**config.mk**
```make
export PLATFORM = sky130hd
export DESIGN_NAME = irq_presenter
export DESIGN_NICKNAME = d
export VERILOG_FILES = /design/src/rtl/irq_pres_pkg.sv /design/src/rtl/irq_pres_admit.sv /design/src/rtl/irq_pres_opexec.sv /design/src/rtl/irq_pres_state.sv /design/src/rtl/irq_presenter.sv
export SDC_FILE = /design/constraint.sdc
export NUM_CORES = 1
export LEC_CHECK = 0
export ABC_AREA = 1
export BUFFER_PORTS_ARGS = -buffer_cell sky130_fd_sc_hd__buf_2
export CAP_MARGIN = 20
export CORE_AREA = 2 2 116 118
export CTS_BUF_LIST = sky130_fd_sc_hd__clkbuf_4
export CTS_CLUSTER_SIZE = 40
export DETAILED_ROUTE_END_ITERATION = 10
export DIE_AREA = 0 0 118 120
export GPL_TIMING_DRIVEN = 0
export PLACE_DENSITY = 0.88
export SETUP_SLACK_MARGIN = 0.15
export SYNTH_ARGS = -nofsm -noshare
export SYNTH_HDL_FRONTEND = slang
export SYNTH_SLANG_ARGS = --single-unit
export TNS_END_PERCENT = 100
```
**constraint.sdc**
```tcl
create_clock -name clk -period 2.2 [get_ports clk]
set_input_delay 0.22 -clock clk [delete_from_list [all_inputs] [get_ports clk]]
set_output_delay 0.22 -clock clk [all_outputs]
set_load 0.02 [all_outputs]
```
**src/rtl/irq_pres_pkg.sv**
```systemverilog
package irq_pres_pkg;
  localparam int PRIO_W = 8;
  typedef logic [PRIO_W-1:0] prio_t;
  localparam prio_t PRIO_IDLE = '1;

  typedef enum logic [2:0] {
    OP_ACCEPT  = 3'd0,
    OP_POLL    = 3'd1,
    OP_SET_CUR = 3'd2,
    OP_SET_IPI = 3'd3,
    OP_EOI     = 3'd4
  } op_e;

  // an offer wins when strictly better than the current priority and than any pending one
  function automatic logic offer_wins(prio_t p, prio_t cur, logic busy, prio_t pend);
    return (p < cur) && !(busy && (pend <= p));
  endfunction

  // the IPI takes the slot unless the pending source is at least as favoured
  function automatic logic ipi_takes_slot(logic busy, prio_t pend, prio_t ipi);
    return !(busy && (pend <= ipi));
  endfunction

  // lowering the current priority evicts a pending source no better than it
  function automatic logic cur_evicts(prio_t c, prio_t old, logic busy, prio_t pend);
    return (c < old) && busy && (c <= pend);
  endfunction
endpackage

```
**src/rtl/irq_pres_admit.sv**
```systemverilog
module irq_pres_admit
  import irq_pres_pkg::*;
(
  input  logic  req_valid_i,
  input  logic  op_valid_i,
  input  prio_t req_prio_i,
  input  prio_t cur_i,
  input  prio_t pend_i,
  input  logic  busy_i,
  input  logic  own_i,
  output logic  admit_o,
  output logic  displace_o
);
  // an operation in the same cycle takes the state path; the offer is refused
  assign admit_o    = req_valid_i && !op_valid_i && offer_wins(req_prio_i, cur_i, busy_i, pend_i);
  assign displace_o = admit_o && busy_i && own_i;
endmodule

```
**src/rtl/irq_pres_opexec.sv**
```systemverilog
module irq_pres_opexec
  import irq_pres_pkg::*;
#(
  parameter int SRC_W   = 24,
  parameter int IPI_SRC = 2,
  localparam int REG_W  = PRIO_W + SRC_W
) (
  input  logic             op_valid_i,
  input  logic [2:0]       op_code_i,
  input  logic [REG_W-1:0] op_data_i,
  input  prio_t            cur_i,
  input  logic [SRC_W-1:0] src_i,
  input  prio_t            pend_i,
  input  prio_t            ipi_i,
  input  logic             own_i,
  input  logic             irq_i,
  output prio_t            cur_o,
  output logic [SRC_W-1:0] src_o,
  output prio_t            pend_o,
  output prio_t            ipi_o,
  output logic             own_o,
  output logic             irq_o,
  output logic             drop_o,
  output logic             eoi_o,
  output logic             resend_o,
  output logic             rd_o
);
  localparam logic [SRC_W-1:0] IPI_NUM = SRC_W'(IPI_SRC);

  logic  busy;
  prio_t wr_lo;
  prio_t wr_hi;

  assign busy  = (src_i != '0);
  assign wr_lo = op_data_i[PRIO_W-1:0];
  assign wr_hi = op_data_i[REG_W-1 -: PRIO_W];

  always_comb begin
    cur_o    = cur_i;
    src_o    = src_i;
    pend_o   = pend_i;
    ipi_o    = ipi_i;
    own_o    = own_i;
    irq_o    = irq_i;
    drop_o   = 1'b0;
    eoi_o    = 1'b0;
    resend_o = 1'b0;
    rd_o     = 1'b0;
    if (op_valid_i) begin
      case (op_code_i)
        OP_ACCEPT: begin
          rd_o   = 1'b1;
          cur_o  = pend_i;
          src_o  = '0;
          pend_o = PRIO_IDLE;
          own_o  = 1'b0;
          irq_o  = 1'b0;
        end
        OP_POLL: rd_o = 1'b1;
        OP_SET_CUR: begin
          cur_o = wr_lo;
          if (wr_lo < cur_i) begin
            if (cur_evicts(wr_lo, cur_i, busy, pend_i)) begin
              drop_o = own_i;
              src_o  = '0;
              pend_o = PRIO_IDLE;
              own_o  = 1'b0;
              irq_o  = 1'b0;
            end
          end else if (!busy) begin
            resend_o = 1'b1;
            if (ipi_i < wr_lo) begin
              src_o  = IPI_NUM;
              pend_o = ipi_i;
              own_o  = 1'b0;
              irq_o  = 1'b1;
            end
          end
        end
        OP_SET_IPI: begin
          ipi_o = wr_lo;
          if ((wr_lo < cur_i) && ipi_takes_slot(busy, pend_i, wr_lo)) begin
            drop_o = busy && own_i;
            src_o  = IPI_NUM;
            pend_o = wr_lo;
            own_o  = 1'b0;
            irq_o  = 1'b1;
          end
        end
        OP_EOI: begin
          cur_o = wr_hi;
          eoi_o = 1'b1;
          if (!busy) begin
            resend_o = 1'b1;
            if (ipi_i < wr_hi) begin
              src_o  = IPI_NUM;
              pend_o = ipi_i;
              own_o  = 1'b0;
              irq_o  = 1'b1;
            end
          end
        end
        default: ;
      endcase
    end
  end
endmodule

```
**src/rtl/irq_pres_state.sv**
```systemverilog
module irq_pres_state
  import irq_pres_pkg::*;
#(
  parameter int SRC_W  = 24,
  localparam int REG_W = PRIO_W + SRC_W
) (
  input  logic             clk,
  input  logic             rst_n,
  input  prio_t            cur_d,
  input  logic [SRC_W-1:0] src_d,
  input  prio_t            pend_d,
  input  prio_t            ipi_d,
  input  logic             own_d,
  input  logic             irq_d,
  input  logic             resp_d,
  input  logic             resp_ok_d,
  input  logic [SRC_W-1:0] resp_src_d,
  input  logic             drop_d,
  input  logic             eoi_d,
  input  logic [SRC_W-1:0] eoi_src_d,
  input  logic             resend_d,
  input  logic             rd_d,
  output prio_t            cur_q,
  output logic [SRC_W-1:0] src_q,
  output prio_t            pend_q,
  output prio_t            ipi_q,
  output logic             own_q,
  output logic             irq_q,
  output logic             resp_q,
  output logic             resp_ok_q,
  output logic [SRC_W-1:0] resp_src_q,
  output logic             drop_q,
  output logic [SRC_W-1:0] drop_src_q,
  output logic             eoi_q,
  output logic [SRC_W-1:0] eoi_src_q,
  output logic             resend_q,
  output logic             rd_q,
  output logic [REG_W-1:0] rd_data_q,
  output prio_t            rd_ipi_q
);
  always_ff @(posedge clk) begin
    if (!rst_n) begin
      cur_q      <= '0;
      src_q      <= '0;
      pend_q     <= PRIO_IDLE;
      ipi_q      <= PRIO_IDLE;
      own_q      <= 1'b0;
      irq_q      <= 1'b0;
      resp_q     <= 1'b0;
      resp_ok_q  <= 1'b0;
      resp_src_q <= '0;
      drop_q     <= 1'b0;
      drop_src_q <= '0;
      eoi_q      <= 1'b0;
      eoi_src_q  <= '0;
      resend_q   <= 1'b0;
      rd_q       <= 1'b0;
      rd_data_q  <= '0;
      rd_ipi_q   <= PRIO_IDLE;
    end else begin
      cur_q      <= cur_d;
      src_q      <= src_d;
      pend_q     <= pend_d;
      ipi_q      <= ipi_d;
      own_q      <= own_d;
      irq_q      <= irq_d;
      resp_q     <= resp_d;
      resp_ok_q  <= resp_ok_d;
      resp_src_q <= resp_src_d;
      drop_q     <= drop_d;
      drop_src_q <= src_q;
      eoi_q      <= eoi_d;
      eoi_src_q  <= eoi_src_d;
      resend_q   <= resend_d;
      rd_q       <= rd_d;
      if (rd_d) begin
        rd_data_q <= {cur_q, src_q};
        rd_ipi_q  <= ipi_q;
      end
    end
  end

  // the level output follows the source field
  p_irq_tracks_src_r2: assert property (@(posedge clk) disable iff (!rst_n)
    irq_q == (src_q != '0));
  // an idle presenter always holds the idle pending priority
  p_idle_pend_r5: assert property (@(posedge clk) disable iff (!rst_n)
    (src_q == '0) |-> (pend_q == PRIO_IDLE));
  // a drop hands back the source that was pending before the edge
  p_drop_old_src_r4: assert property (@(posedge clk) disable iff (!rst_n)
    drop_q |-> (drop_src_q == $past(src_q)) && ($past(src_q) != '0));
  // read data is the register as it stood before the operation
  p_rd_old_reg_r5: assert property (@(posedge clk) disable iff (!rst_n)
    rd_q |-> (rd_data_q == {$past(cur_q), $past(src_q)}));
  // an accepted offer is now the pending source
  p_ok_latched_r4: assert property (@(posedge clk) disable iff (!rst_n)
    (resp_q && resp_ok_q) |-> (src_q == resp_src_q) && irq_q && own_q);
endmodule

```
**src/rtl/irq_presenter.sv**
```systemverilog
module irq_presenter
  import irq_pres_pkg::*;
#(
  parameter int SRC_W   = 24,
  parameter int IPI_SRC = 2,
  localparam int REG_W  = PRIO_W + SRC_W
) (
  input  logic             clk,
  input  logic             rst_n,
  input  logic             req_valid_i,
  input  logic [SRC_W-1:0] req_src_i,
  input  logic [7:0]       req_prio_i,
  input  logic             op_valid_i,
  input  logic [2:0]       op_code_i,
  input  logic [REG_W-1:0] op_data_i,
  output logic             irq_o,
  output logic             resp_valid_o,
  output logic             resp_ok_o,
  output logic [SRC_W-1:0] resp_src_o,
  output logic             drop_valid_o,
  output logic [SRC_W-1:0] drop_src_o,
  output logic             eoi_valid_o,
  output logic [SRC_W-1:0] eoi_src_o,
  output logic             resend_o,
  output logic             rd_valid_o,
  output logic [REG_W-1:0] rd_data_o,
  output logic [7:0]       rd_ipi_o
);
  prio_t            cur_q, pend_q, ipi_q;
  logic [SRC_W-1:0] src_q;
  logic             own_q, irq_q;

  // named internal events
  logic             admit_w, displace_w;
  prio_t            ox_cur, ox_pend, ox_ipi;
  logic [SRC_W-1:0] ox_src;
  logic             ox_own, ox_irq, ox_drop, ox_eoi, ox_resend, ox_rd;

  prio_t            n_cur, n_pend, n_ipi;
  logic [SRC_W-1:0] n_src;
  logic             n_own, n_irq, n_drop;

  irq_pres_admit u_admit (
    .req_valid_i (req_valid_i),
    .op_valid_i  (op_valid_i),
    .req_prio_i  (req_prio_i),
    .cur_i       (cur_q),
    .pend_i      (pend_q),
    .busy_i      (src_q != '0),
    .own_i       (own_q),
    .admit_o     (admit_w),
    .displace_o  (displace_w)
  );

  irq_pres_opexec #(.SRC_W(SRC_W), .IPI_SRC(IPI_SRC)) u_opexec (
    .op_valid_i (op_valid_i),
    .op_code_i  (op_code_i),
    .op_data_i  (op_data_i),
    .cur_i      (cur_q),
    .src_i      (src_q),
    .pend_i     (pend_q),
    .ipi_i      (ipi_q),
    .own_i      (own_q),
    .irq_i      (irq_q),
    .cur_o      (ox_cur),
    .src_o      (ox_src),
    .pend_o     (ox_pend),
    .ipi_o      (ox_ipi),
    .own_o      (ox_own),
    .irq_o      (ox_irq),
    .drop_o     (ox_drop),
    .eoi_o      (ox_eoi),
    .resend_o   (ox_resend),
    .rd_o       (ox_rd)
  );

  always_comb begin
    if (admit_w) begin
      n_cur  = cur_q;
      n_src  = req_src_i;
      n_pend = req_prio_i;
      n_ipi  = ipi_q;
      n_own  = 1'b1;
      n_irq  = 1'b1;
      n_drop = displace_w;
    end else begin
      n_cur  = ox_cur;
      n_src  = ox_src;
      n_pend = ox_pend;
      n_ipi  = ox_ipi;
      n_own  = ox_own;
      n_irq  = ox_irq;
      n_drop = ox_drop;
    end
  end

  irq_pres_state #(.SRC_W(SRC_W)) u_state (
    .clk        (clk),
    .rst_n      (rst_n),
    .cur_d      (n_cur),
    .src_d      (n_src),
    .pend_d     (n_pend),
    .ipi_d      (n_ipi),
    .own_d      (n_own),
    .irq_d      (n_irq),
    .resp_d     (req_valid_i),
    .resp_ok_d  (admit_w),
    .resp_src_d (req_src_i),
    .drop_d     (n_drop),
    .eoi_d      (ox_eoi),
    .eoi_src_d  (op_data_i[SRC_W-1:0]),
    .resend_d   (ox_resend),
    .rd_d       (ox_rd),
    .cur_q      (cur_q),
    .src_q      (src_q),
    .pend_q     (pend_q),
    .ipi_q      (ipi_q),
    .own_q      (own_q),
    .irq_q      (irq_q),
    .resp_q     (resp_valid_o),
    .resp_ok_q  (resp_ok_o),
    .resp_src_q (resp_src_o),
    .drop_q     (drop_valid_o),
    .drop_src_q (drop_src_o),
    .eoi_q      (eoi_valid_o),
    .eoi_src_q  (eoi_src_o),
    .resend_q   (resend_o),
    .rd_q       (rd_valid_o),
    .rd_data_q  (rd_data_o),
    .rd_ipi_q   (rd_ipi_o)
  );

  assign irq_o = irq_q;

  // every offer is answered in the next cycle
  p_resp_follows_req_r3: assert property (@(posedge clk) disable iff (!rst_n)
    $past(req_valid_i) |-> resp_valid_o);
  // an offer colliding with an operation is refused
  p_collision_nak_r11: assert property (@(posedge clk) disable iff (!rst_n)
    $past(req_valid_i && op_valid_i) |-> resp_valid_o && !resp_ok_o);
  // EOI forwards the low field of the written value
  p_eoi_forward_r10: assert property (@(posedge clk) disable iff (!rst_n)
    $past(op_valid_i && (op_code_i == OP_EOI)) |->
      eoi_valid_o && (eoi_src_o == $past(op_data_i[SRC_W-1:0])));
  // accept leaves the output low and produces read data
  p_accept_lowers_r5: assert property (@(posedge clk) disable iff (!rst_n)
    $past(op_valid_i && (op_code_i == OP_ACCEPT)) |-> !irq_o && rd_valid_o);
endmodule

```
Word level (Yosys, flattened, before mapping) --
Cells that the tools add are included.
Storage, ports and cells: logic and storage cells 111, input bits 71, output and inout bits 119, register bits after elaboration 168
Cells by class: muxes and demuxes 52, bitwise operators 1, reductions and logical operators 24, order comparisons 7, equal/unequal tests 10
Operators with widths (number):
- $mux 24 | 9
- $pmux 24 s4 | 1
- $mux 8 | 9
- $lt 8x8->1 | 4
- $pmux 8 s4 | 1
- $mux 1 | 27
- $le 8x8->1 | 3
- $pmux 8 s3 | 1
- $reduce_bool 24->1 | 1
- $logic_and 1x1->1 | 11
- $ne 4x3->1 const B | 2
- $pmux 1 s4 | 2
- $reduce_and 8->1 | 1
- $eq 3x2->1 const B | 2
- $ne 3x2->1 const B | 2
- $reduce_and 3->1 | 2
- $reduce_bool 5->1 | 1
- $ne 4x2->1 const B | 1
- $pmux 1 s2 | 2
- $eq 3x1->1 const B | 1
- $eq 3x3->1 const B | 1
- $logic_not 1->1 | 3
- $logic_not 3->1 | 1
- $ne 3x3->1 const B | 1
- other kinds (5) | 5

Longest topological paths before layout --
Gate-level depths: netlist of the first run.
depth in word-level cells 8, depth in mapped cells 19, gate-level depth less buffers 19

Hierarchy --
Synthesis of the first run repeated with hierarchy kept, for this count alone.
Unflattened totals: cell total of the unflattened synthesis 1368, area, all modules 8866.0 um^2
By module, submodules not included:
- irq_pres_state | times used 1, cells each 636, seq. area each 3363.2 um^2, area each 5253.8 um^2
- irq_pres_opexec | times used 1, cells each 475, seq. area each 0.0 um^2, area each 2456.1 um^2
- irq_presenter | times used 1, cells each 183, seq. area each 0.0 um^2, area each 719.4 um^2
- irq_pres_admit | times used 1, cells each 74, seq. area each 0.0 um^2, area each 436.7 um^2

Worst setup path before layout of the first run --
OpenSTA, ideal clock, no wires.
kind register to register, start register u_state.cur_q[7], end register u_state.src_q[3], library setup time 127 ps, clock period less this slack 1877 ps, required time 2073 ps, path buffers 1, slack 323 ps, cell stages (with the launch flop) 16, arrival time 1750 ps, cell sequence dfxtp_1 inv_1 ha_1 nand2_1 a21oi_1 nor2_1 nand2_1 a21oi_1 nand2_1 nand2_1 nand2_1 nor2_1 nand3_2 nand2_4 buf_4 o22ai_1
Between the ends: cells in the longest elaborated chain, start to end 5, elaborated cells between the ends (all ways) 20, classes of those cells order compare (2); eq/ne (6); mux (4); reduce/logical (8)
Ends and longest elaborated chain:
- start: declaration | line irq_pres_state.sv:23 | output prio_t cur_q,
- start signal: assignment | line irq_pres_state.sv:61 | cur_q <= cur_d;
- $lt 8x8->1 (on tied branches)
- $mux 24 (tied with other cells) | line irq_pres_opexec.sv:62 | if (wr_lo < cur_i) begin
- $pmux 24 s4 (tied with other cells) | line irq_pres_opexec.sv:50 | case (op_code_i)
- $mux 24 (tied with other cells) | line irq_pres_opexec.sv:49 | if (op_valid_i) begin
- $mux 24 / $reduce_and 8->1 (equally long branches)
- end signal: assignment | line irq_pres_state.sv:62 | src_q <= src_d;
- end: declaration | line irq_pres_state.sv:24 | output logic [SRC_W-1:0] src_q,
Parallel ways exist; a longest one is shown, timed or not. The select of a mux whose other input is x is not followed. A chain may end at the register's enable or synchronous reset.

Worst setup path in the final report of the first run --
start register u_state.cur_q[1], end register u_state.src_q[11]
The elaborated chain is that of the path after synthesis.

==> results of run 1 <==
-- critical path: cells and delay by family (launching register included) --
family                     cells  cell delay [ns]
and+or+nand+nor               10             0.91
DFF                            1             0.35
buffers and inverters          3             0.27
adders and majority gates      1             0.27
AOI/OAI and AO/OA              2             0.26
-- worst paths after layout --
kind	end	slack [ns]
max	u_state.src_q[11]$_SDFFE_PN0P_	0.02
min	u_state.pend_q[2]$_SDFFE_PN1P_	0.05
max reg2reg	u_state.src_q[11]$_SDFFE_PN0P_	0.02
min reg2reg	u_state.drop_q$_SDFF_PN0_	0.46
-- state kept, by name (all words and copies together) (netlist names), 24 cells and up --
signal / cells
u_state.drop_src_q: 24
u_state.eoi_src_q: 24
u_state.rd_data_q: 32
u_state.resp_src_q: 24
u_state.src_q: 24
-- final cells by class --
cell class / count / area [sq um] / area share, %
sequential: 168 / 3383 / 36.05
multi-input combinational: 505 / 3112 / 33.16
timing repair buffer: 253 / 1617 / 17.22
inverter: 159 / 609.3 / 6.492
tap: 176 / 220.2 / 2.346
buffer: 35 / 181.4 / 1.933
clock buffer: 18 / 135.1 / 1.440
clock inverter: 14 / 125.1 / 1.333
antenna: 1 / 2.502 / 0.02666
-- repair_timing --
| action | CTS | global route |
|---|---|---|
| gates cloned | 2 | 2 |
| hold endpoints to repair | 74 | 0 |
| setup endpoints to repair | 36 | 36 |
| hold buffers | 50 | 0 |
| pin swaps | 7 | 22 |
| setup buffers | 7 | 5 |
| gates resized for setup | 57 | 67 |
-- logic make-up after synthesis --
logic type	after synthesis	synth area share, %
and+or+nand+nor	298	17.90
AOI/OAI and AO/OA	162	13.60
DFF	168	49.41
adders and majority gates	44	8.088
buffers and inverters	194	10.99
-- metrics by stage --
stage                     setup slack [ns]  setup TNS [ns]  util (%)  instances
after floorplan                     0.3233               0         -        866
after detailed placement           -0.1589          -4.228     61.38       1230
after global routing              -0.06878         -0.7052     72.29       1328
final                              0.02304               0     72.31       1329
after global placement             -0.1702          -4.727     61.38       1230
after CTS                          0.09943               0     69.63       1321
-- per-layer routing --
layer  vias up  global-route usage [%]  share of wire [%]
li1       3316                       -                  -
met1      3277                   32.57                 39
met2       389                   54.40                 50
met3        84                   6.892                7.1
met4         0                   13.25                3.9
met5         -                       0                  0
-- cell usage in the layout (no fill, tap or decap), types with 9 or more instances in the layout --
master and count:
sky130_fd_sc_hd__dfxtp_2 13, sky130_fd_sc_hd__clkbuf_4 18, sky130_fd_sc_hd__clkbuf_1 26, sky130_fd_sc_hd__nand3_1 27, sky130_fd_sc_hd__nor2_1 76, sky130_fd_sc_hd__o22ai_1 13
sky130_fd_sc_hd__inv_1 141, sky130_fd_sc_hd__o22ai_2 17, sky130_fd_sc_hd__inv_2 11, sky130_fd_sc_hd__o21ai_0 47, sky130_fd_sc_hd__ha_1 33, sky130_fd_sc_hd__o211ai_1 9
sky130_fd_sc_hd__dlygate4sd3_1 50, sky130_fd_sc_hd__nand2_1 155, sky130_fd_sc_hd__dfxtp_1 154, sky130_fd_sc_hd__buf_4 14, sky130_fd_sc_hd__buf_2 189, sky130_fd_sc_hd__ha_4 11
sky130_fd_sc_hd__nand2_2 13, sky130_fd_sc_hd__a21oi_1 44
-- power groups by stage --
stage | registers [uW] | clock network (uW) | logic (uW)
floorplan | 3450 | 0 | 603
global placement | 3340 | 0 | 1090
detailed placement | 3340 | 0 | 1120
CTS | 3280 | 1690 | 1330
global route | 3310 | 1830 | 1650
finish | 3300 | 1700 | 1520
==> results.txt, run 1 <==
The timing-limited maximum frequency was 0.4594 GHz. The run gives 52.44% as the initial core utilization. The count of input and output buffers was 188.

Walking the worst path, the cells encountered are inv_2, ha_1, nand2_1, nand2_1, nand2_1, nand2_2, a21oi_4, nand2_2, nand2_2, nand2_2, nor2_4, nand3_4, nand2_8, buf_12, buf_16, o22ai_2. TritonCTS built the clock tree. Global routing used 29.66% of the available tracks. In the routed layout, each cell is associated on average with a via count of 5.317. Once detail routing completed, the nets flagged for antenna violations numbered 0. The run gives 2127 uW as the reported net switching power.

The number of cell instances on the worst register-to-register path was 16; the maximum level of the CTS H-tree was 4. In this run switching power makes up 32.66% of total power. The post-synthesis cell type with the largest combined area is sky130_fd_sc_hd__dfxtp_1.

The flow ran to the end, and the final reports show no timing, DRC or antenna violations. The run gives 14160 sq um as the floorplan die area. Max-cap violations in this run came to 0. Of all nets on the critical path, the largest fanout is 5.

The first global-routing pass estimated 33090 um of wire. Yosys attributes the largest share of cell area to sky130_fd_sc_hd__dfxtp_1 (49%), sky130_fd_sc_hd__nand2_1 (9.4%), sky130_fd_sc_hd__inv_1 (8.5%). The share of layout cells above drive strength 1 was 29.17%; the number of global-route vias before repair was 6739.

Summed over its instances, the top area cell type makes up 49.41% of the synthesized netlist area. Setup repair after global routing could not meet its margin everywhere. In this run the clock root is driven by a sky130_fd_sc_hd__clkbuf_4. Dividing the detail-routed wire length by the instance count gives 16.67 um. Via total after detailed routing: 7066.

Counting flops with a built-in enable in the synthesized netlist gives 0. For the post-synthesis net count, the log shows 981. The analysis attributes to cell leakage a power of 0.005116 uW. Setup violations remaining at the end of the flow were counted as 0. The logs give 0.0004376 V for the worst ir drop on vdd and 0.05444 ns for the final-layout worst hold slack.

The worst setup path is launched from a flip-flop. The most used flip-flop cell after synthesis was sky130_fd_sc_hd__dfxtp_1. The tools report the critical path endpoint category as a flip-flop. At the end of the flow, the number of nets in the layout was 1254. The number of DRC markers in iteration 0 was 739; the number of clock sinks was 168. The logs give 0.9660 for the routability congestion estimate and 0.02254 ns for the worst setup skew after layout. The tools report the clock latency on the worst-skew pair as 0.59 ns.

During synthesis, Yosys emitted a total of 0 warnings. For this block, the routed nets add up to 22150 um of wire. Synthesis produced a netlist whose cell count is 866. Along the worst hold path, the cell count comes to 5. The placed instances occupy a cell area of 7968 sq um.

The data arrival time of the critical path is 2.65 ns, and the width of the die is 118 um. Summing all non-filler instances in the final layout gives an area of 9385 sq um. The dominant cell by count in the synthesized netlist is sky130_fd_sc_hd__nand2_1. The critical path is of the flip-flop to flip-flop type.

In this run the power density over the cells is 694.0 nW/um^2. The design draws 6514 uW. For this design, the slowest cell found on the critical path is sky130_fd_sc_hd__dfxtp_2.

The run gives 2 as the worst-case clock buffer depth. Headroom to the max-slew limit came out at 55.96%. The mapped netlist covers 6807 sq um. After clock tree synthesis, the clock-pin slew on the worst setup and hold paths is 0.14 ns.

Summed over all layers, the global routing overflow is 0. The number of antenna violations at the first check in global routing came out at 0. Number of different library cells in the post-synthesis netlist: 32. The commonest cells after synthesis are sky130_fd_sc_hd__nand2_1 (171), sky130_fd_sc_hd__dfxtp_1 (168), sky130_fd_sc_hd__inv_1 (155), sky130_fd_sc_hd__nor2_1 (79), sky130_fd_sc_hd__o21ai_0 (53). The required time at the worst-slack endpoint was 2.68 ns. The mean instance size in the synthesized netlist was 7.860 sq um; the placeable core region was 12980 sq um. The final count of hold timing violations is 0, and the number of iterations in the first detailed-routing pass is 6. The worst register-to-register path begins at u_state.cur_q[1]$_SDFFE_PN0P_. The final critical delay including setup and external delays is 2.177 ns.

The min-delay analysis places its worst path in the category primary input to flip-flop. Synthesis inferred 168 register bits. The largest stage delay on the critical path is 0.35 ns.

190 I/O pins were placed. The tools report the count of final max-slew check failures as 0. In this design, the critical path's most frequently occurring cell is sky130_fd_sc_hd__nand2_2. The clock network accounts for 26.1% of the total power. The power share of the sequential group came out at 50.6%.

The placed wire-length estimate is 14530 um. The tools report the launching instance or port of the critical path as u_state.cur_q[1]$_SDFFE_PN0P_. The internal power of the cells is 4387 uW, and the measured slew at the worst slew-check pin is 0.6570 ns. For the number of fill cells, the log shows 983. The layout overhead on the synthesized area was 37.89%. The overall die height was 120 um. In the routed design, unresolved DRC markers number 0. For this run, the register share of the synthesized area comes to 49.41%. The run gives 42 as the count of standard-cell rows. In the finished design, the share of the clock period the worst path needs comes to 98.95%.

TritonCTS created 17 clock buffers. The proportion of synthesized flip-flops having asynchronous set or reset works out to 0%. In this run the most critical hold path is launched from req_prio_i[2]. Combinational logic burns 23.3% of the power.

Entering global routing, the biggest net connects 17 pins.
Power figures use the tool's default switching activity.
==> run 2, diff against run 1 <==
--- a/config.mk
+++ b/config.mk
@@ -5,16 +5,16 @@
 export SDC_FILE = /design/constraint.sdc
 export NUM_CORES = 1
 export LEC_CHECK = 0
-export ABC_AREA = 1
 export BUFFER_PORTS_ARGS = -buffer_cell sky130_fd_sc_hd__buf_2
 export CAP_MARGIN = 20
-export CORE_AREA = 2 2 116 118
+export CORE_AREA = 2 2 117 119
 export CTS_BUF_LIST = sky130_fd_sc_hd__clkbuf_4
 export CTS_CLUSTER_SIZE = 40
 export DETAILED_ROUTE_END_ITERATION = 10
-export DIE_AREA = 0 0 118 120
+export DIE_AREA = 0 0 119 121
 export GPL_TIMING_DRIVEN = 0
-export PLACE_DENSITY = 0.88
+export MAX_ROUTING_LAYER = met4
+export PLACE_DENSITY = 0.87
 export SETUP_SLACK_MARGIN = 0.15
 export SYNTH_ARGS = -nofsm -noshare
 export SYNTH_HDL_FRONTEND = slang
==> run 2 against run 1 <==
Net effect:
- the run now ends with setup timing left
- first-iteration DRC count is 19% lower
- sequential power is 2% lower
- worst hold slack worse by 0.039 ns
- register-to-register slack worse by 0.38 ns
- cell area is 0.80% higher
- critical path depth is 5 lower
- critical endpoint is now u_state.pend_q[4]$_SDFFE_PN1P_
- die area is 1.7% higher
- largest cell class is now multi-input combinational cells
- global-route usage is 0.18 points lower
- synthesized cell count is 12% lower
==> results.txt, run 2 <==
The flow ran to the end, but the final reports show violations. The checks that failed: setup timing. The logs give 6109 uW (-6.2%) for the sum of internal, switching and leakage power and 0 (unchanged) for the final count of hold timing violations.

Mean instance size in the synthesized netlist: 9.038 sq um (+15%). The timing-limited maximum frequency was 0.3911 GHz (-15%); the top-area cell type share of the netlist area was 48.70% (-0.71 points). Via total after detailed routing: 6718 (-4.9%). The tools report the leakage dissipation as 0.004291 uW (-16%). The placed wire-length estimate was 13830 um (-4.9%). The run gives 36.85% (-19 points) as the tightest slew margin relative to the limit. Counting flops per register, the top entry is u_state.rd_data_q.

The proportion of synthesized flip-flops having asynchronous set or reset was 0% (unchanged); the number of max-capacitance violations reported was 0 (unchanged). The count of input and output buffers works out to 189 (+0.53%). The synthesized flop and latch total is 168 (unchanged). For the worst-case clock buffer depth, the log shows 2 (unchanged). The number of DRC markers in iteration 0 came out at 595 (-19%).

The final critical delay including setup and external delays is 2.557 ns (+0.3798 ns). The run gives 190 (unchanged) as the boundary pin count. The data arrival time of the critical path is 3.04 ns (+0.39 ns), and the power density over the cells is 645.7 nW/um^2 (-7.0%). Setup repair after global routing could not meet its margin everywhere. In the post-synthesis netlist, the biggest area contributors are sky130_fd_sc_hd__dfxtp_1 (49%), sky130_fd_sc_hd__ha_1 (8.0%), sky130_fd_sc_hd__nand2_1 (6.9%). Routed wirelength normalized by instance count: 17.04 um (+2.2%).

The tools report the number of iterations in the first detailed-routing pass as 7 (+1). TritonCTS built the clock tree. The run gives 17 (unchanged) as the largest net degree at the start of global routing. Clock transition at the register clock pins on the worst setup and hold paths after CTS: 0.14 ns (about the same). The number of nets at the end of the flow was 1168 (-6.9%). The logs give 0.02490 ns (+0.002364 ns) for the worst setup skew after layout and -0.5841 ns (-0.4252 ns) for the worst setup slack before clock tree synthesis. The required time at the worst-slack endpoint came out at 2.68 ns (about the same). The width of the die was 119 um (+0.85%); the post-route DRC violation count was 0 (unchanged). For the fraction of the yosys area taken by sequential cells, the log shows 48.70% (-0.71 points).

CTS placed an instance of sky130_fd_sc_hd__clkbuf_4 at the clock tree root. The logs give 13090 sq um (+0.81%) for the placeable core region and 42 (unchanged) for the count of standard-cell rows. The run gives 0 (unchanged) as the remaining global-route overflow. By instance count, the leading cell after synthesis is sky130_fd_sc_hd__dfxtp_1. The maximum level of the CTS H-tree came out at 4 (unchanged). The clock latency on the worst-skew pair is 0.60 ns (about the same).

The logs give 6905 sq um (+1.5%) for the post-synth design cell area and 14400 sq um (+1.7%) for the floorplan die area. The total wirelength of the detailed-routed design is 21180 um (-4.4%). For the setup-violating endpoint count in the final report, the log shows 34 (+34). In the synthesized netlist, the cells that appear most often are sky130_fd_sc_hd__dfxtp_1 (168), sky130_fd_sc_hd__nand2_1 (127), sky130_fd_sc_hd__and2_1 (75), sky130_fd_sc_hd__ha_1 (44), sky130_fd_sc_hd__inv_1 (40). In the synthesized netlist the dominant register cell turns out to be sky130_fd_sc_hd__dfxtp_1. The run gives -0.3568 ns (-0.3798 ns) as the final setup slack of the worst path.

The tools report the worst ir drop on vdd as 0.0003818 V (-13%). The per-cell via count in the routed design was 5.405 (+1.7%); the number of warnings printed during yosys synthesis was 0 (unchanged). The total area of sequential cells is 3369 sq um (-0.41%), and the final period utilization is 116.2% (+17 points). The number of buffers added by the clock tree synthesis step was 17 (unchanged). Leaving out fill and tap cells, the most frequent cells in the layout are sky130_fd_sc_hd__buf_2 (189), sky130_fd_sc_hd__dfxtp_1 (163), sky130_fd_sc_hd__nand2_1 (126), sky130_fd_sc_hd__and2_1 (74), sky130_fd_sc_hd__dlygate4sd3_1 (57). The layout overhead on the synthesized area works out to 37.00%. The measured slew at the worst slew-check pin works out to 0.9388 ns (+0.2818 ns). The run gives 1 (+1) as the number of antenna violations at the first check in global routing. Number of clock sinks: 168 (unchanged).

The tools report the category of the worst setup path launch point as a flip-flop. The tools report the post-synthesis net count as 879 (-10%). The tools report the count of final max-slew check failures as 0 (unchanged). The largest driver fanout on the critical path is 5 (unchanged). Post-synthesis cell type with the largest combined area: sky130_fd_sc_hd__dfxtp_1. The tools report the remaining number of nets flagged by the antenna check after routing as 0 (unchanged). The critical path class is flip-flop to flip-flop. The number of fill cells was 876 (-11%); the number of different library cells in the post-synthesis netlist was 52 (+63%). The tools report the wire length of the first global-routing pass as 32370 um (-2.1%).

The routability congestion estimate is 0.9661 (about the same). The count of flip-flops with a built-in enable after synthesis works out to 0 (unchanged). The global-route total usage across every layer is 29.48% (-0.18 points). Most frequent standard cell in the layout excluding fill and tap cells: sky130_fd_sc_hd__buf_2.

Share of layout cells above drive strength 1: 29.55% (+0.38 points). The logs give 764 (-12%) for the synthesized instance count and 52.77% (+0.33 points) for the initial core utilization. The flip-flop count of the largest register after layout was 32 (unchanged). The tools report the critical path endpoint category as a flip-flop. The overall die height was 121 um (+0.83%); the number of global-route vias before repair was 6518 (-3.3%).

The tightest min-delay check is of the primary input to flip-flop type. The total area of multi-input combinational cells is 3510 sq um (+13%).
==> run 2: cell families after synthesis <==
kind of cell / after synthesis / share of synthesized area [%]
AOI/OAI and AO/OA: 164 / 16.40
buffers and inverters: 83 / 4.965
and+or+nand+nor: 304 / 21.82
muxes: 1 / 0.1450
DFF: 168 / 48.70
adders and majority gates: 44 / 7.972
==> run 2: cell type report <==
type,instances,area share (%)
Sequential cell,168,35.62
Clock inverter,15,1.283
Multi-Input combinational cell,513,37.10
Clock buffer,17,1.349
Antenna cell,1,0.02645
Timing Repair Buffer,270,18.26
Inverter,40,1.587
Buffer,43,2.447
Tap cell,176,2.328
==> run 2: metal layers <==
metal	wire length [um]	GRT usage [%]	vias up
li1	-	-	3172
met1	8434	33.41	3155
met2	10400	50.07	309
met3	1473	6.814	82
met4	878	12.87	0
met5	0	-	-
==> run 2: power breakdown <==
group	internal (uW)	switching [uW]	leakage, uW
Combinational	548	697	0.00279
Sequential	3170	77.0	0.00138
Clock	465	1160	0.000129
Total	4180	1930	0.00429
==> run 2: repair_timing <==
action / in CTS / in global routing
cloned: 2 / 0
endpoints found under the setup margin: 36 / 36
gates resized for setup: 37 / 13
pin swaps: 26 / 3
hold buffers: 57 / 0
endpoints found under the hold margin: 81 / 0
setup buffers: 14 / 8
==> run 2: stage by stage <==
step,util [%],instance area (sq um),cells,setup TNS [ns],hold WS [ns]
2_1_floorplan,-,7032,764,-0.6275,0.3417
3_3_place_gp,62.65,8198,1129,-11.40,0.4267
3_5_place_dp,62.65,8198,1129,-13.38,0.4300
4_1_cts,71.32,9333,1234,-6.505,0.003219
5_1_grt,72.30,9460,1243,-11.25,0.009256
6_report,72.30,9460,1243,-8.778,0.01497
==> run 2: final timing paths <==
| check | start | end | slack [ns] | depth (start not counted) |
|---|---|---|---|---|
| max | u_state.pend_q[1]$_SDFFE_PN1P_ | u_state.pend_q[4]$_SDFFE_PN1P_ | -0.36 | 11 |
| min | op_data_i[5] | u_state.ipi_q[5]$_SDFFE_PN1P_ | 0.01 | 3 |
| max reg2reg | u_state.pend_q[1]$_SDFFE_PN1P_ | u_state.pend_q[4]$_SDFFE_PN1P_ | -0.36 | 11 |
| min reg2reg | u_state.rd_data_q[16]$_SDFFE_PN0P_ | u_state.rd_data_q[16]$_SDFFE_PN0P_ | 0.47 | 2 |
==> run 2: critical path, stage by stage, from the launching register on <==
cell                       delay [ns]
sky130_fd_sc_hd__dfxtp_1         0.38
sky130_fd_sc_hd__inv_1           0.08
sky130_fd_sc_hd__ha_1            0.29
sky130_fd_sc_hd__nor2b_1         0.13
sky130_fd_sc_hd__o211ai_1        0.30
sky130_fd_sc_hd__a21oi_1         0.15
sky130_fd_sc_hd__o21a_1          0.21
sky130_fd_sc_hd__nor3_2          0.16
sky130_fd_sc_hd__o211ai_2        0.14
sky130_fd_sc_hd__nor2b_4         0.16
sky130_fd_sc_hd__buf_6           0.14
sky130_fd_sc_hd__a222oi_1        0.33
==> run 3, diff against run 2 <==
--- a/config.mk
+++ b/config.mk
@@ -15,6 +15,7 @@
 export GPL_TIMING_DRIVEN = 0
 export MAX_ROUTING_LAYER = met4
 export PLACE_DENSITY = 0.87
+export RECOVER_POWER = 100
 export SETUP_SLACK_MARGIN = 0.15
 export SYNTH_ARGS = -nofsm -noshare
 export SYNTH_HDL_FRONTEND = slang
==> constraint.sdc (replaced) <==
create_clock -name clk -period 2.2 [get_ports clk]
set_input_delay 0.22 -clock clk [delete_from_list [all_inputs] [get_ports clk]]
set_output_delay 0.22 -clock clk [all_outputs]
set_load 0.05 [all_outputs]
==> run 3 against run 2 <==
Net effect:
- the run still ends with setup timing left
- core utilization down 1.2 points
- first-iteration DRC count is 3.0% higher
- cell area is 1.6% lower
- clock power barely moved
- total power is 2.4% higher
- critical path depth unchanged
- register-to-register slack hardly changed
- fmax is 0.27% lower
- combinational power rose by 12%
- non-clock buffer count unchanged
- critical path type unchanged
- critical endpoint unchanged
- largest cell class unchanged
==> results.txt, run 3 (synthesis results as in run 2) <==
The critical path class was flip-flop to flip-flop. The timing-limited maximum frequency came out at 0.3901 GHz (-0.27%). The final setup slack of the worst path is -0.3637 ns (-0.006891 ns). The setup-violating endpoint count in the final report is 34 (unchanged), and the maximum level of the CTS H-tree is 4 (unchanged).

Share of layout cells above drive strength 1: 18.20% (-11 points). The worst setup path is launched from a flip-flop. Final period utilization: 116.5% (+0.31 points).

The number of nets at the end of the flow is 1168 (unchanged), and the slack of the worst reg-to-reg path is -0.36 ns (about the same). The clock latency on the worst-skew pair came out at 0.60 ns (about the same). Layout overhead on the synthesized area: 34.81%. The flip-flop count of the largest register after layout came out at 32 (unchanged). The run gives 7 (unchanged) as the number of iterations in the first detailed-routing pass. The tools report the worst setup skew after layout as 0.02545 ns (+0.0005450 ns). The power density over the cells is 672.0 nW/um^2 (+4.1%), and the end-of-flow core utilization is 71.14% (-1.2 points). The tools report the wire length of the first global-routing pass as 32370 um (unchanged). The tools report the floorplan die area as 14400 sq um (unchanged). For the number of DRC markers in iteration 0, the log shows 613 (+3.0%).

The remaining global-route overflow came out at 0 (unchanged). Number of cells on the worst hold path: 3 (unchanged). More flip-flops sit in one register than any other, and that register is u_state.rd_data_q. Post-layout instance count excluding filler cells: 1243 (unchanged).

The launch instance of the worst register-to-register path was u_state.pend_q[1]$_SDFFE_PN1P_. The worst min-delay path category is primary input to flip-flop. The initial core utilization is 52.77% (unchanged). Most frequent standard cell in the layout excluding fill and tap cells: sky130_fd_sc_hd__dfxtp_1. For the boundary pin count, the log shows 190 (unchanged).

Clock root buffer master: sky130_fd_sc_hd__clkbuf_4. The required time at the worst-slack endpoint is 2.68 ns (about the same). The tools report the global-route total usage across every layer as 29.48% (unchanged). The count of standard-cell rows came out at 42 (unchanged).

TritonCTS built the clock tree. The number of max-capacitance violations reported is 0 (unchanged), and the per-cell via count in the routed design is 5.401 (about the same). In the layout the commonest cells are sky130_fd_sc_hd__dfxtp_1 (163), sky130_fd_sc_hd__clkbuf_1 (153), sky130_fd_sc_hd__nand2_1 (126), sky130_fd_sc_hd__buf_2 (68), sky130_fd_sc_hd__dlygate4sd3_1 (57). The largest driver fanout on the critical path was 5 (unchanged); the routability congestion estimate was 0.9661 (unchanged). The tools report the final-layout worst hold slack as 0.008067 ns (-0.006906 ns).

The leakage dissipation was 0.003797 uW (-12%); the number of placed cells counting well taps was 1129 (unchanged). The placed wire-length estimate was 13830 um (unchanged). The via total after detailed routing came out at 6714 (-0.060%). Final total negative setup slack: -9.076 ns (-0.2985 ns). The run finished, with violations left. The count of input and output buffers was 189 (unchanged).

Setup repair after global routing could not meet its margin everywhere. The routed wirelength normalized by instance count works out to 17.12 um (+0.47%). The post-route DRC violation count came out at 0 (unchanged).

The number of clock sinks came out at 168 (unchanged). For the placeable core region, the log shows 13090 sq um (unchanged). The worst-case clock buffer depth was 2 (unchanged); the measured slew at the worst slew-check pin was 0.9697 ns (+0.03090 ns). The number of global-route vias before repair came out at 6518 (unchanged). The overall die height is 121 um (unchanged), and the largest net degree at the start of global routing is 17 (unchanged).

The number of cell instances on the worst register-to-register path is 11 (unchanged). The final critical delay including setup and external delays works out to 2.564 ns (+0.006891 ns). The clock transition at the register clock pins on the worst setup and hold paths after CTS was 0.14 ns (about the same); the final count of hold timing violations was 0 (unchanged). Critical path endpoint category: a flip-flop. Worst ir drop on vdd: 0.0003814 V (-0.11%). The run gives 34.78% (-2.1 points) as the tightest slew margin relative to the limit. The terminus of the critical flop-to-flop path was u_state.pend_q[4]$_SDFFE_PN1P_.

The number of antenna violations at the first check in global routing was 1 (unchanged). The checks that failed: setup timing. The width of the die was 119 um (unchanged). The total wirelength of the detailed-routed design came out at 21280 um (+0.47%). For the count of final max-slew check failures, the log shows 0 (unchanged). The data arrival time of the critical path is 3.05 ns (about the same). Terminating pin of the worst hold path: u_state.ipi_q[2]$_SDFFE_PN1P_. In this run the most critical hold path is launched from op_data_i[2]. The number of buffers added by the clock tree synthesis step is 17 (unchanged), and the remaining number of nets flagged by the antenna check after routing is 0 (unchanged).
==> run 3: where the power goes <==
part / total (uW) / internal (uW) / switching [uW]
sequential: 3250 / 3170 / 79.0
clock: 1620 / 465 / 1150
combinational: 1390 / 524 / 868
==> run 3: worst max path at each step <==
stage / start / end / slack (ns) / depth (start not counted)
2_1_floorplan: u_state.cur_q[7]$_SDFFE_PN0P_ / u_state.pend_q[0]$_SDFFE_PN1P_ / -0.08 / 10
3_3_place_gp: req_prio_i[7] / u_state.pend_q[1]$_SDFFE_PN1P_ / -0.53 / 10
3_5_place_dp: req_prio_i[7] / u_state.pend_q[1]$_SDFFE_PN1P_ / -0.58 / 10
4_1_cts: u_state.cur_q[6]$_SDFFE_PN0P_ / u_state.pend_q[1]$_SDFFE_PN1P_ / -0.28 / 11
5_1_grt: u_state.cur_q[6]$_SDFFE_PN0P_ / u_state.pend_q[1]$_SDFFE_PN1P_ / -0.42 / 11
6_report: u_state.pend_q[1]$_SDFFE_PN1P_ / u_state.pend_q[4]$_SDFFE_PN1P_ / -0.36 / 11
==> run 3: per-layer routing <==
metal  vias to the layer above  share of wire [%]  track usage [%]
met2                       325                 49            50.07
met5                         -                  0                -
met3                        86                6.6            6.814
met1                      3128                 40            33.41
li1                       3175                  -                -
met4                         0                3.9            12.87
==> run 3: critical path: stages, from the launching register on <==
cell	delay, ns
sky130_fd_sc_hd__dfxtp_1	0.38
sky130_fd_sc_hd__inv_1	0.07
sky130_fd_sc_hd__ha_1	0.29
sky130_fd_sc_hd__nor2b_1	0.13
sky130_fd_sc_hd__o211ai_1	0.31
sky130_fd_sc_hd__a21oi_1	0.15
sky130_fd_sc_hd__o21a_1	0.21
sky130_fd_sc_hd__nor3_2	0.16
sky130_fd_sc_hd__o211ai_2	0.14
sky130_fd_sc_hd__nor2b_4	0.16
sky130_fd_sc_hd__buf_6	0.13
sky130_fd_sc_hd__a222oi_1	0.33
==> run 3: layout make-up <==
type / count / area (sq um)
Fill cell: 970 / 3776
Multi-Input combinational cell: 513 / 3510
Sequential cell: 168 / 3369
Timing Repair Buffer: 270 / 1577
Buffer: 43 / 231.5
Tap cell: 176 / 220.2
Inverter: 40 / 150.1
Clock buffer: 17 / 127.6
Clock inverter: 15 / 121.4
Antenna cell: 1 / 2.502
==> run 3: repair_timing <==
action,CTS,global route
pin swaps,26,3
endpoints found under the setup margin,36,36
cloned,2,0
gates resized for setup,37,13
hold buffers,57,0
hold endpoints to repair,81,0
buffers inserted,14,8
==> run 3: metrics by stage <==
step,worst slack (ns),power (uW),cell area [sq um]
after floorplan,-0.07503,4080,7032
after global placement,-0.5285,4392,8198
after detailed placement,-0.5841,4421,8198
after CTS,-0.2842,6186,9333
after global routing,-0.4153,6497,9309
final,-0.3637,6256,9309
